## src/rtl/tsa_pkg.sv

```systemverilog
package tsa_pkg;
  parameter int unsigned TSA_POS_W = 12;
  typedef logic [TSA_POS_W-1:0] bitpos_t;

  typedef struct packed {
    bitpos_t pos;
    bitpos_t lo;
    bitpos_t hi;
    logic    armed;
  } win_state_t;

  function automatic logic in_window(win_state_t s);
    return s.armed && (s.pos >= s.lo) && (s.pos <= s.hi);
  endfunction
endpackage

```

## src/rtl/tsa_edge_sync.sv

```systemverilog
module tsa_edge_sync #(
  parameter int unsigned W      = 3,
  parameter int unsigned STAGES = 2
) (
  input  logic         clk,
  input  logic         rst,
  input  logic [W-1:0] din,
  output logic [W-1:0] dout,
  output logic         rise,
  output logic         fall
);
  logic [W-1:0] pipe [STAGES];
  logic         edge_d;

  always_ff @(posedge clk) begin
    if (rst) begin
      for (int i = 0; i < int'(STAGES); i++) pipe[i] <= '0;
      edge_d <= 1'b0;
    end else begin
      pipe[0] <= din;
      for (int i = 1; i < int'(STAGES); i++) pipe[i] <= pipe[i-1];
      edge_d <= pipe[STAGES-1][0];
    end
  end

  assign dout = pipe[STAGES-1];
  // bit 0 carries the bit clock
  assign rise = dout[0] & ~edge_d;
  assign fall = ~dout[0] & edge_d;
endmodule

```

## src/rtl/tsa_bit_counter.sv

```systemverilog
module tsa_bit_counter
  import tsa_pkg::*;
(
  input  logic       clk,
  input  logic       rst,
  input  logic       rise,
  input  logic       fs,
  input  bitpos_t    cfg_start,
  input  bitpos_t    cfg_stop,
  output win_state_t cur,
  output win_state_t nxt
);
  always_comb begin
    nxt = cur;
    if (rise) begin
      if (fs) begin
        nxt.pos   = '0;
        nxt.lo    = cfg_start;
        nxt.hi    = cfg_stop;
        nxt.armed = 1'b1;
      end else begin
        nxt.pos = cur.pos + 1'b1;
      end
    end
  end

  always_ff @(posedge clk) begin
    if (rst) begin
      cur.pos   <= '0;
      cur.lo    <= '1;
      cur.hi    <= '0;
      cur.armed <= 1'b0;
    end else begin
      cur <= nxt;
    end
  end

  assert_sync_zero_R2: assert property (@(posedge clk) disable iff (rst)
    (rise && fs) |=> (cur.pos == '0))
    else $error("R2 position not cleared at frame sync");

  assert_step_R2: assert property (@(posedge clk) disable iff (rst)
    (rise && !fs && cur.pos != '1) |=> (cur.pos == $past(cur.pos) + 1'b1))
    else $error("R2 position did not advance");

  assert_bounds_hold_R7: assert property (@(posedge clk) disable iff (rst)
    !(rise && fs) |=> ($stable(cur.lo) && $stable(cur.hi)))
    else $error("R7 bounds changed away from frame sync");
endmodule

```

## src/rtl/tsa_window_io.sv

```systemverilog
module tsa_window_io
  import tsa_pkg::*;
(
  input  logic       clk,
  input  logic       rst,
  input  logic       rise,
  input  logic       fall,
  input  logic       rxd,
  input  logic       tx_bit,
  input  win_state_t cur,
  input  win_state_t nxt,
  output logic       rx_bit,
  output logic       rx_valid,
  output logic       txd,
  output logic       txd_oe,
  output logic       tx_take
);
  logic open_next, open_now;
  assign open_next = in_window(nxt);
  assign open_now  = in_window(cur);

  always_ff @(posedge clk) begin
    if (rst) begin
      rx_bit   <= 1'b0;
      rx_valid <= 1'b0;
      txd      <= 1'b0;
      txd_oe   <= 1'b0;
      tx_take  <= 1'b0;
    end else begin
      rx_valid <= 1'b0;
      tx_take  <= 1'b0;
      if (rise) begin
        txd_oe  <= open_next;
        txd     <= open_next ? tx_bit : 1'b0;
        tx_take <= open_next;
      end
      if (fall && open_now) begin
        rx_bit   <= rxd;
        rx_valid <= 1'b1;
      end
    end
  end

  assert_take_drives_R6: assert property (@(posedge clk) disable iff (rst)
    tx_take |-> txd_oe)
    else $error("R6 take pulse while transmit released");

  assert_rx_single_R5: assert property (@(posedge clk) disable iff (rst)
    rx_valid |=> !rx_valid)
    else $error("R5 receive strobe wider than one cycle");

  assert_take_single_R6: assert property (@(posedge clk) disable iff (rst)
    tx_take |=> !tx_take)
    else $error("R6 take pulse wider than one cycle");

  assert_quiet_released_R6: assert property (@(posedge clk) disable iff (rst)
    !txd_oe |-> !txd)
    else $error("R6 data driven while released");
endmodule

```

## src/rtl/tdm_slot_assigner.sv

```systemverilog
module tdm_slot_assigner
  import tsa_pkg::*;
#(
  parameter int unsigned SYNC_STAGES = 2
) (
  input  logic                 clk,
  input  logic                 rst,
  input  logic                 tdm_bclk,
  input  logic                 tdm_fsync,
  input  logic                 tdm_rxd,
  output logic                 tdm_txd,
  output logic                 tdm_txd_oe,
  input  logic [TSA_POS_W-1:0] cfg_start,
  input  logic [TSA_POS_W-1:0] cfg_stop,
  output logic                 ch_rx_bit,
  output logic                 ch_rx_valid,
  input  logic                 ch_tx_bit,
  output logic                 ch_tx_take
);
  localparam int unsigned BUS_W = 3;

  logic [BUS_W-1:0] bus_s;
  logic             b_rise, b_fall;
  win_state_t       st_cur, st_nxt;

  tsa_edge_sync #(.W(BUS_W), .STAGES(SYNC_STAGES)) u_sync (
    .clk (clk),
    .rst (rst),
    .din ({tdm_rxd, tdm_fsync, tdm_bclk}),
    .dout(bus_s),
    .rise(b_rise),
    .fall(b_fall)
  );

  tsa_bit_counter u_cnt (
    .clk      (clk),
    .rst      (rst),
    .rise     (b_rise),
    .fs       (bus_s[1]),
    .cfg_start(cfg_start),
    .cfg_stop (cfg_stop),
    .cur      (st_cur),
    .nxt      (st_nxt)
  );

  tsa_window_io u_io (
    .clk     (clk),
    .rst     (rst),
    .rise    (b_rise),
    .fall    (b_fall),
    .rxd     (bus_s[2]),
    .tx_bit  (ch_tx_bit),
    .cur     (st_cur),
    .nxt     (st_nxt),
    .rx_bit  (ch_rx_bit),
    .rx_valid(ch_rx_valid),
    .txd     (tdm_txd),
    .txd_oe  (tdm_txd_oe),
    .tx_take (ch_tx_take)
  );

  assert_reversed_closed_R4: assert property (@(posedge clk) disable iff (rst)
    (st_cur.lo > st_cur.hi) |-> (!ch_tx_take && !tdm_txd_oe))
    else $error("R4 window opened with reversed bounds");

  assert_unarmed_closed_R8: assert property (@(posedge clk) disable iff (rst)
    !st_cur.armed |-> (!tdm_txd_oe && !ch_rx_valid))
    else $error("R8 window opened before first frame sync");

  assert_reset_idle_R1: assert property (@(posedge clk)
    $past(rst) |-> (!tdm_txd_oe && !ch_rx_valid && !ch_tx_take))
    else $error("R1 outputs active out of reset");
endmodule

```

## config.mk

```make
export PLATFORM = sky130hd
export DESIGN_NAME = tdm_slot_assigner
export DESIGN_NICKNAME = d
export VERILOG_FILES = /design/src/rtl/tsa_pkg.sv /design/src/rtl/tsa_edge_sync.sv /design/src/rtl/tsa_bit_counter.sv /design/src/rtl/tsa_window_io.sv /design/src/rtl/tdm_slot_assigner.sv
export SDC_FILE = /design/constraint.sdc
export NUM_CORES = 1
export LEC_CHECK = 0
export ABC_CLOCK_PERIOD_IN_PS = 2400
export BUFFER_PORTS_ARGS = -buffer_cell sky130_fd_sc_hd__buf_2
export CAP_MARGIN = 10
export CELL_PAD_IN_SITES_DETAIL_PLACEMENT = 0
export CELL_PAD_IN_SITES_GLOBAL_PLACEMENT = 1
export CORE_ASPECT_RATIO = 0.7
export CORE_MARGIN = 4
export CORE_UTILIZATION = 40
export DETAILED_ROUTE_END_ITERATION = 16
export PLACE_DENSITY_LB_ADDON = 0.08
export SETUP_SLACK_MARGIN = 0.2
export SLEW_MARGIN = 30
export SYNTH_ARGS = -nofsm -noshare
export SYNTH_HDL_FRONTEND = slang
export SYNTH_SLANG_ARGS = --single-unit
```

## constraint.sdc

```tcl
create_clock -name clk -period 2.4 [get_ports clk]
set_input_delay 0.12 -clock clk [delete_from_list [all_inputs] [get_ports clk]]
set_output_delay 0.12 -clock clk [all_outputs]
set_load 0.01 [all_outputs]
```

Yosys cells after proc, flatten, opt, wreduce, memory -nomap -nowiden
Memories as Yosys holds them, arrays and structs flattened.
Index checks and enable logic that the tools add are counted.
Widths: inputs -> output; s select.

storage, ports and cells
  output and inout bits = 5
  word-level logic and storage cells = 39
  memories = 1
  memory bits (writable) = 6
  input bits = 30
  register bits after elaboration = 43

cells by class
  magnitude comparators = 4
  add/subtract/negate cells = 1
  multiplexer cells = 10
  bitwise gates (word level) = 7
  reduce and logical (&&, ||, !) cells = 6

memory list
  name         words  width  read ports  clocked after Yosys merged registers in  wr ports  line                 RTL
  u_sync.pipe  2      3      2           0                                        2         tsa_edge_sync.sv:12  logic [W-1:0] pipe [STAGES];

operators with widths
  kind                   number
  $mux 37                1
  $mux 25                1
  $ge 12x12->1           2
  $le 12x12->1           2
  $add 12x1->12 const B  1
  $mux 12                1
  $mux 3                 2
  $logic_and 1x1->1      5
  $mux 1                 5
  $not 1->1              3
  $and 1x1->1            2
  $or 1x1->1             2
  $reduce_or 2->1        1

Logic depth before layout (Yosys ltp)
Gate-level depths: netlist of run 1.

  word-level depth = 7
  mapped depth = 14
  depth with buffers taken out = 12

Hierarchy
From an unflattened synthesis of run 1, not the netlist that was laid out.

unflattened totals
  cells, all modules = 367
  area total of the unflattened synthesis = 3,310.7 um^2

by module, submodules not included
  module           instances  sequential area each (um^2)  cells each  area each (um^2)
  tsa_bit_counter  1          740.7                        171         1,740.4
  tsa_window_io    1          100.1                        177         1,351.3
  tsa_edge_sync    1          140.1                        19          219.0

Least setup slack after synthesis of run 1
No wires, ideal clock.

  path type = register to register
  start point = memory u_sync.pipe[1][0], in the netlist u_sync.pipe[0][3]
  end point = register u_io.txd
  library setup time = 0.074 ns
  data required time = 2.326 ns
  path slack = 0.045 ns
  buffers on the path = 3
  clock period less this slack = 2.355 ns
  data arrival time = 2.281 ns
  stages on the path, launching flop included = 14
  path through = dfxtp_1 > nor2b_4 > and2_4 > buf_6 > buf_8 > buf_2 > nor2_1 > ha_1 > a21o_1 > a21o_1 > a21oi_1 > nand2_1 > o21a_1 > o21ai_0

RTL lines
  item                    line                 RTL
  start: declaration      tsa_edge_sync.sv:12
  end signal: assignment  tsa_window_io.sv:34  txd <= open_next ? tx_bit : 1'b0;
  end: declaration        tsa_window_io.sv:14  output logic txd,

==> impl_metrics.toml, run 1 <==
[worst_setup_path]
crit_arrival_ps = 2670
slowest_delay_ps = 340
cp_max_fo = 5
slowest_stage = "dfxtp_2"
cp-start-kind = "flip-flop"
criticalPathCategory = "flip-flop to flip-flop"
crit_top_cell = "a21o_1"
worstPathRequired_ps = 2650
crit_path_end_kind = "flip-flop"
timing.critical_path.cells = "nor2b_4 -> and4_4 -> nand3_4 -> xor2_2 -> nor2_2 -> ha_1 -> a21o_1 -> a21o_1 -> a21oi_2 -> nand2_1 -> o21a_1 -> o21ai_1"

[die]
die_w_um = 112.3
core_um2 = 7352
rows = 26
dieHeight_um = 80.99
dieArea_um2 = 9093
ioPinCount = 35
initial_core_util = 0.4141

[logic_synthesis]
synthArstFlopShare = 0
ys_ff_latch = 49
yosys.area.top_type = "dfxtp_1"
syn_nets = 434
syn_area_per_cell_um2 = 8.575
synth_area_leaders = "dfxtp_1 (32%), ha_1 (20%), nor2_1 (6.3%)"
synth.yosys.seq_area_share = 0.3222
ys_warn_count = 0
synth_ff_type = "dfxtp_1"
synth_common_cells = "nor2_1 (51), dfxtp_1 (49), ha_1 (49)"
netlist_area_um2 = 3044
synth_top_area_share = 0.3222
synth_cells = 355
synth.distinct_cells = 42
yosysMostFrequentCell = "nor2_1"
synth_edf_count = 0

[global_routing]
overflow = 0
grt_max_degree = 33
antenna_found_initial = 0
first_global_vias = 2420
grt_pass1_wl_um = 12220
grt_use_total = 0.1756

[clock_tree]
cts_root_buf = "clkbuf_8"
cts.clk_slew.worst_paths_ps = 100
cts_buffers = 5
cts_tree = "yes"
cts_buffer_depth = 2
cts.sinks = 49
cts_hold_buf = 0
clock_latency_ps = 320
cts_max_level = 2

[layout]
seq_area_um2 = 988.4
fillCellCount = 739
areaGrowthSynthToFinish_pct = 21.74
drive_above_1_share = 0.2830
n_antenna_cell = 0
fin_nets = 495
multi_input_area_um2 = 1967

[sta]
max_clock_freq_mhz = 414.9
skew_ps = 3.698
setup_violations = 2
worstMarginPinSlew_ps = 600.9
slew_headroom = 0.5994
min_period_ps = 2410
worst_slack_ps = -10.41
rsz0062_at_grt = "true"
hold_viol = 0
maxSlewViolCount = 0
finalCritPeriodShare = 1.004

[outcome]
violations = "setup timing"
status = "finished with violations"

[routing]
route.detailed.drc = 0
first_pass_iters = 4
post_drt_wl_per_cell_um = 14.96
vias_per_cell = 4.887
first_iter_violations = 99
wl_um = 7704
dr_total_vias = 2517
ant_nets = 0

[flow_run]
cap_viol_max_count = 0

[pwr]
peakVddDrop_uv = 201.0
powerDensity_nw_per_um2 = 397.7
p_leak_uw = 0.001903
p_total_uw = 1474

[placed_design]
dp_slack_ps = -97.46
gp_congestion = 0.8191
hpwl_um = 6147
port_buffers = 34

[worst_hold_path]
hold_path_class = "primary input to flip-flop"
[state kept, by name, indices dropped and copies added, names as in the netlist]
register and flops:
u_io.txd_oe 1, u_cnt.cur 37, u_io.rx_bit 1, u_sync.edge_d 1
u_io.rx_valid 1, u_io.txd 1, u_io.tx_take 1, u_sync.pipe 6
[cell families (layout without fill, tap and decap cells)]
family                   Yosys count  count (layout)  share of synthesized area
adder cells (fa/ha/maj)           49              49                     0.2014
multiplexers                       2               2                   0.006577
buffers and inverters             39             100                    0.06617
AND/OR/NAND/NOR                  138             139                     0.2330
flip-flops                        49              49                     0.3222
XOR/XNOR                           9               9                    0.02590
AO/OA/AOI/OAI                     69              69                     0.1447
[cell usage in the layout (no fill, tap or decap), types with 4 or more instances in the layout]
cell | Yosys | routed
o21ai_1 | 4 | 6
nand2_1 | 20 | 19
a21o_1 | 11 | 11
clkbuf_8 | 0 | 5
o21ai_0 | 7 | 5
buf_2 | 1 | 34
nor2_2 | 0 | 4
a21oi_2 | 10 | 15
ha_1 | 49 | 48
inv_1 | 26 | 26
nand4_1 | 9 | 9
dfxtp_1 | 49 | 45
nand2b_1 | 14 | 14
xor2_1 | 8 | 5
nor2b_1 | 12 | 12
a21oi_1 | 28 | 23
buf_4 | 3 | 29
nand3_1 | 6 | 4
nor2_1 | 51 | 47
nor3_1 | 8 | 8
[cell type report]
type,count,area share
inverter,26,0.02633
sequential,49,0.2667
timing repair buffer,66,0.1185
clock buffer,5,0.01857
multi-input combinational,268,0.5307
clock inverter,3,0.006077
tap,98,0.03309
[worst max-delay path, delay by kind of cell (launching register included)]
family	cells	cell delay [ps]
xor+xnor	1	160
compound gates	5	780
flops	1	340
simple gates	5	790
fa+ha+maj	1	270
[power by group]
part           internal (µW)  switching (µW)  leakage (µW)
clock network            208             308     0.0000481
registers                822            4.12      0.000399
logic                   62.2            69.8       0.00146
total                   1090             382       0.00190
[per-layer routing]
| layer | up-vias | routed length (µm) | GRT usage |
|---|---|---|---|
| met5 | - | 0 | 0 |
| met4 | 0 | 65 | 0.03962 |
| met3 | 6 | 289 | 0.03574 |
| met2 | 36 | 3002 | 0.2503 |
| met1 | 1140 | 4345 | 0.2688 |
| li1 | 1335 | - | - |
[timing repair]
| item | CTS | global route |
|---|---|---|
| buffers inserted | 1 | 3 |
| setup endpoints to repair | 3 | 3 |
| pin swaps | 3 | 15 |
| gates resized for setup | 6 | 14 |
| cloned | 1 | 0 |
[metrics by stage]
stage | instances | hold slack, ps | instance area (µm²) | setup TNS [ps] | util
final | 515 | 13.31 | 3706 | -15.32 | 0.5041
after global routing | 515 | 22.08 | 3706 | -315.3 | 0.5041
after CTS | 512 | 15.74 | 3632 | 0 | 0.4940
after detailed placement | 502 | 346.6 | 3506 | -252.3 | 0.4769
after global placement | 502 | 328.1 | 3506 | -35.71 | 0.4769
after floorplan | 355 | 248.2 | 3088 | 0 | -
[worst paths after layout]
check	slack [ps]	depth (start not counted)	from	to
setup reg to reg	-10	12	u_sync.pipe[0][3]	u_io.txd_oe
setup / recovery	-10	12	u_sync.pipe[0][3]	u_io.txd_oe
hold reg to reg	440	1	u_sync.pipe[0][2]	u_sync.pipe[0][5]
hold / removal	10	2	tdm_bclk	u_sync.pipe[0][0]
(Power assumes the default switching activity.)
==> run 2, diff against run 1 <==
- ABC_AREA: default -> 1
- CORE_UTILIZATION: 40 -> 39
==> impl_metrics.toml, run 2 <==
[layout]
final_common_cell = "nand2_1"
fin_util = 0.5450
fin_nets = 585
largest_reg_flops = 37
top_regs = "u_cnt.cur (37), u_sync.pipe (6)"
areaGrowthSynthToFinish_pct = 34.76
stdcell_count = 608
seq_area_um2 = 988.4
layout_common_cells = "nand2_1 (83), inv_1 (61), dfxtp_1 (43)"
multi_input_area_um2 = 2160
fillCellCount = 761
post-route-cell-area_um2 = 4308
n_antenna_cell = 0
drive_above_1_share = 0.3629
top_register = "u_cnt.cur"

[routing]
first_iter_violations = 122
ant_nets = 0
first_pass_iters = 4
route.detailed.drc = 0
vias_per_cell = 4.809
wl_um = 8393
post_drt_wl_per_cell_um = 13.80
dr_total_vias = 2924

[worst_setup_path]
criticalPathCategory = "flip-flop to flip-flop"
crit_path_end_kind = "flip-flop"
cp_max_fo = 5
rr_startpoint = "u_sync.pipe[0][3]"
worstPathRequired_ps = 2630
cp-start-kind = "flip-flop"
worstSetupStartpoint = "u_sync.pipe[0][3]"
crit_arrival_ps = 2660

[placed_design]
place_area_um2 = 3610
port_buffers = 34
gp_congestion = 0.8359
hpwl_um = 6261
dp_cells = 579

[pwr]
powerDensity_nw_per_um2 = 405.8
peakVddDrop_uv = 274.5
p_total_uw = 1748
p_leak_uw = 0.002206

[clock_tree]
cts_buffers = 5
cts_tree = "yes"
cts_root_buf = "clkbuf_16"
clock_latency_ps = 290
cts_buffer_depth = 2
cts_hold_buf = 0
cts_max_level = 2
cts.sinks = 49
cts.clk_slew.worst_paths_ps = 60

[global_routing]
grt_pass1_wl_um = 13330
grt_max_degree = 33
first_global_vias = 2691
overflow = 0
grt_use_total = 0.1763
antenna_found_initial = 0

[die]
die_w_um = 116.2
initial_core_util = 0.4044
core_um2 = 7905
ioPinCount = 35
dieArea_um2 = 9733
dieHeight_um = 83.75
rows = 27

[logic_synthesis]
synth-xor-area-share = 0
synth_area_leaders = "dfxtp_1 (31%), ha_1 (19%), nand2_1 (11%)"
yosysMostFrequentCell = "nand2_1"
syn_area_per_cell_um2 = 7.452
synth_top_area_share = 0.3068
synth_simple_gate_area_frac = 0.2708
syn_nets = 508
yosys.area.top_type = "dfxtp_1"
synthArstFlopShare = 0
synth_fa_ha_area_frac = 0.1918
ys_ff_latch = 49
synth_top_family_by_area = "simple AND/OR/NAND/NOR gates"
netlist_area_um2 = 3197
synth_compound_area_frac = 0.1245
synth_cells = 429
synth.area.mux_share = 0
ys_warn_count = 0
synth_ff_type = "dfxtp_1"
synth_common_cells = "nand2_1 (91), inv_1 (63), dfxtp_1 (49), ha_1 (49), nor2_1 (38)"
synth_edf_count = 0
synth.distinct_cells = 34
synth.yosys.seq_area_share = 0.3068

[sta]
slew_headroom = 0.6086
finalCritPeriodShare = 1.011
worst_slack_ps = -25.31
skew_ps = 8.418
max_clock_freq_mhz = 412.3
maxSlewViolCount = 0
rsz0062_at_grt = "true"
worstMarginPinSlew_ps = 581.0
setup_violations = 2
tns_ps = -35.35
min_period_ps = 2425
hold_viol = 0

[outcome]
status = "finished with violations"
violations = "setup timing"

[worst_hold_path]
hold_path_class = "primary input to flip-flop"
hold_start = "tdm_bclk"

[flow_run]
cap_viol_max_count = 0
==> run 2: cell count changes in the layout (fill, tap and decap cells not counted), moves of 12 or more <==
cell      previous run  this run
o21ai_2              0        19
inv_1               26        61
nand2b_1            14         0
nand2_1             19        83
nor2b_1             12         0
nor2_1              47        31
==> run 2: final timing paths <==
| kind | slack, ps | cells past startpoint | endpoint |
|---|---|---|---|
| max | -30 | 17 | u_io.txd |
| min | 30 | 3 | u_sync.pipe[0][0] |
| max reg2reg | -30 | 17 | u_io.txd |
| min reg2reg | 400 | 2 | u_sync.pipe[0][4] |
==> run 2: worst max-delay path, cell delays in order (launching register included) <==
cell and delay, ps:
dfxtp_2 340, inv_2 50, nor2_4 190, inv_4 80, nor2_4 250, buf_6 160, buf_12 110, buf_8 100
nor3_1 50, buf_4 150, ha_4 270, nand2_4 50, buf_6 100, nor2_2 90, nand3_1 90, nand2_2 110
nand4_1 90, nand2_1 60
==> run 2: what timing repair did <==
| action | 4_1_cts | 5_1_grt |
|---|---|---|
| buffers inserted | 11 | 7 |
| setup endpoints to repair | 3 | 3 |
| gates resized for setup | 44 | 42 |
| hold endpoints to repair | 0 | 0 |
| pin swaps | 15 | 24 |
| cloned | 0 | 3 |
==> run 2: logic make-up after synthesis <==
kind of cell | Yosys count
buffers and inverters | 79
DFF | 49
AOI/OAI and AO/OA | 62
and+or+nand+nor | 190
adders and majority gates | 49
==> run 2: through the flow <==
step                      setup slack [ps]  hold WS (ps)
final                               -25.31         29.05
after global routing                -175.3         31.48
after global placement              -189.6         319.9
after CTS                            69.83         26.27
after floorplan                      228.2         227.0
after detailed placement            -195.5         327.1
==> run 2: where the power goes <==
group / leakage, µW / switching, µW / internal [µW]
clock network: 0.0000799 / 318 / 442
logic: 0.00173 / 92.6 / 67.2
registers: 0.000400 / 4.52 / 823
==> run 2: area by class of cell <==
cell class / instances / share of cell area
multi-input combinational: 301 / 0.5013
sequential: 49 / 0.2295
timing repair buffer: 80 / 0.1374
inverter: 67 / 0.06186
clock buffer: 7 / 0.03543
tap: 101 / 0.02933
timing repair inverter: 2 / 0.004066
clock inverter: 1 / 0.001162
==> run 2: routing by layer <==
layer | GRT usage | part of all wire
met4 | 0.02529 | 0.0046
met2 | 0.2444 | 0.39
met5 | 0 | 0
met1 | 0.2823 | 0.56
met3 | 0.03333 | 0.044
==> run 3, diff against run 2 <==
- RECOVER_POWER: default -> 50
==> impl_metrics.toml, run 3 (synthesis gave the netlist of run 2 again) <==
[outcome]
status = "finished with violations"
violations = "capacitance limit, slew limit, setup timing"

[layout]
stdcell_count = 608
drive_above_1_share = 0.3511
n_antenna_cell = 0
areaGrowthSynthToFinish_pct = 34.44
fin_nets = 585
final_common_cell = "nand2_1"
layout_common_cells = "nand2_1 (83), inv_1 (61), dfxtp_1 (43)"
top_register = "u_cnt.cur"
top_regs = "u_cnt.cur (37), u_sync.pipe (6)"
largest_reg_flops = 37

[sta]
min_period_ps = 2422
rsz0062_at_grt = "true"
max_clock_freq_mhz = 412.8
setup_violations = 2
hold_viol = 0
maxSlewViolCount = 33
finalCritPeriodShare = 1.009
tns_ps = -30.95
worst_slack_ps = -22.42
slew_headroom = -0.1398
whs_ps = 30.43
skew_ps = 8.384
worstMarginPinSlew_ps = 1710

[die]
ioPinCount = 35
die_w_um = 116.2
initial_core_util = 0.4044
core_um2 = 7905
dieArea_um2 = 9733
rows = 27
dieHeight_um = 83.75

[worst_setup_path]
worstSetupStartpoint = "u_sync.pipe[0][3]"
worstPathRequired_ps = 2630
rr_endpoint = "u_io.txd"
rr_startpoint = "u_sync.pipe[0][3]"
reg2regPathDepth = 17
setup.worst_path.end = "u_io.txd"
crit_path_end_kind = "flip-flop"
crit_arrival_ps = 2650
criticalPathCategory = "flip-flop to flip-flop"
cp-start-kind = "flip-flop"
cp_max_fo = 5
rrSetupSlack_ps = -20

[pwr]
power_frac_comb = 0.091
p_leak_uw = 0.002180
powerDensity_nw_per_um2 = 405.7
seqPwrFrac = 0.475
switching_share = 0.2358
p_int_uw = 1332
peakVddDrop_uv = 271.3
power.net_switching_uw = 411.2
clkPwrFrac = 0.434
p_total_uw = 1744

[clock_tree]
cts_tree = "yes"
cts_max_level = 2
clock_latency_ps = 290
cts_buffers = 5
cts_root_buf = "clkbuf_16"
cts_buffer_depth = 2
cts.clk_slew.worst_paths_ps = 60
cts.sinks = 49
cts_hold_buf = 0

[routing]
post_drt_wl_per_cell_um = 13.83
vias_per_cell = 4.760
first_pass_iters = 4
dr_total_vias = 2894
route.detailed.drc = 0
ant_nets = 0
wl_um = 8409
first_iter_violations = 116

[placed_design]
hpwl_um = 6261
port_buffers = 34
gp_congestion = 0.8359
dp_cells = 579

[worst_hold_path]
hold_path_class = "primary input to flip-flop"
hold_start = "tdm_bclk"

[global_routing]
overflow = 0
grt_max_degree = 33
antenna_found_initial = 0
grt_use_total = 0.1763
grt_pass1_wl_um = 13330
first_global_vias = 2691

[flow_run]
cap_viol_max_count = 1
[run 3: cell types whose count changed in the layout (fill, tap and decap cells not counted)]
cell / previous run / this run
buf_2: 34 / 29
buf_4: 36 / 35
clkbuf_1: 0 / 6
[run 3: per-stage QoR]
| step | setup slack (ps) | util | instance area [µm²] |
|---|---|---|---|
| floorplan | 228.2 | - | 3198 |
| detailed placement | -195.5 | 0.4566 | 3610 |
| CTS | 69.83 | 0.5068 | 4006 |
| global route | -175.3 | 0.5437 | 4298 |
| global placement | -189.6 | 0.4566 | 3610 |
| finish | -22.42 | 0.5437 | 4298 |
[run 3: worst min-delay path by stage]
stage / to / slack (ps) / cells after the start
floorplan: u_sync.pipe[0][0] / 230 / 2
global placement: u_sync.pipe[0][1] / 320 / 3
detailed placement: u_sync.pipe[0][0] / 330 / 3
CTS: u_sync.pipe[0][0] / 30 / 3
global route: u_sync.pipe[0][1] / 30 / 3
finish: u_sync.pipe[0][0] / 30 / 3
[run 3: final cells by class]
| class | instances | area [µm²] |
|---|---|---|
| Sequential cell | 49 | 988.4 |
| Inverter | 67 | 266.5 |
| Clock buffer | 7 | 152.6 |
| Timing Repair Buffer | 80 | 581.8 |
| Clock inverter | 1 | 5.005 |
| Fill cell | 766 | 3607 |
| Multi-Input combinational cell | 301 | 2160 |
| Tap cell | 101 | 126.4 |
| Timing Repair inverter | 2 | 17.52 |
[run 3: routing by layer]
layer,vias to the layer above,GRT usage,routed length (µm)
met1,1278,0.2823,4670
met4,0,0.02529,19
met2,61,0.2444,3273
li1,1553,-,-
met5,-,0,0
met3,2,0.03333,446
[run 3: power by group through the flow]
stage / sequential [µW] / clock [µW] / combinational (µW)
final: 828 / 757 / 159
after global routing: 829 / 805 / 180
after CTS: 828 / 785 / 145
after detailed placement: 846 / 0 / 133
after global placement: 846 / 0 / 133
after floorplan: 845 / 0 / 77.9
[run 3: worst max-delay path, stage by stage (launching register included)]
cell	delay (ps)
dfxtp_2	340
inv_2	50
nor2_4	190
inv_4	80
nor2_4	250
buf_6	160
buf_12	110
buf_8	100
nor3_1	60
buf_4	150
ha_4	270
nand2_4	50
buf_6	100
nor2_2	90
nand3_1	90
nand2_2	110
nand4_1	80
nand2_1	60
[run 3: timing repair]
item | in CTS | in global routing
cloned | 0 | 3
resized for setup | 44 | 42
buffers inserted | 11 | 7
setup endpoints to repair | 3 | 3
pin swaps | 15 | 24
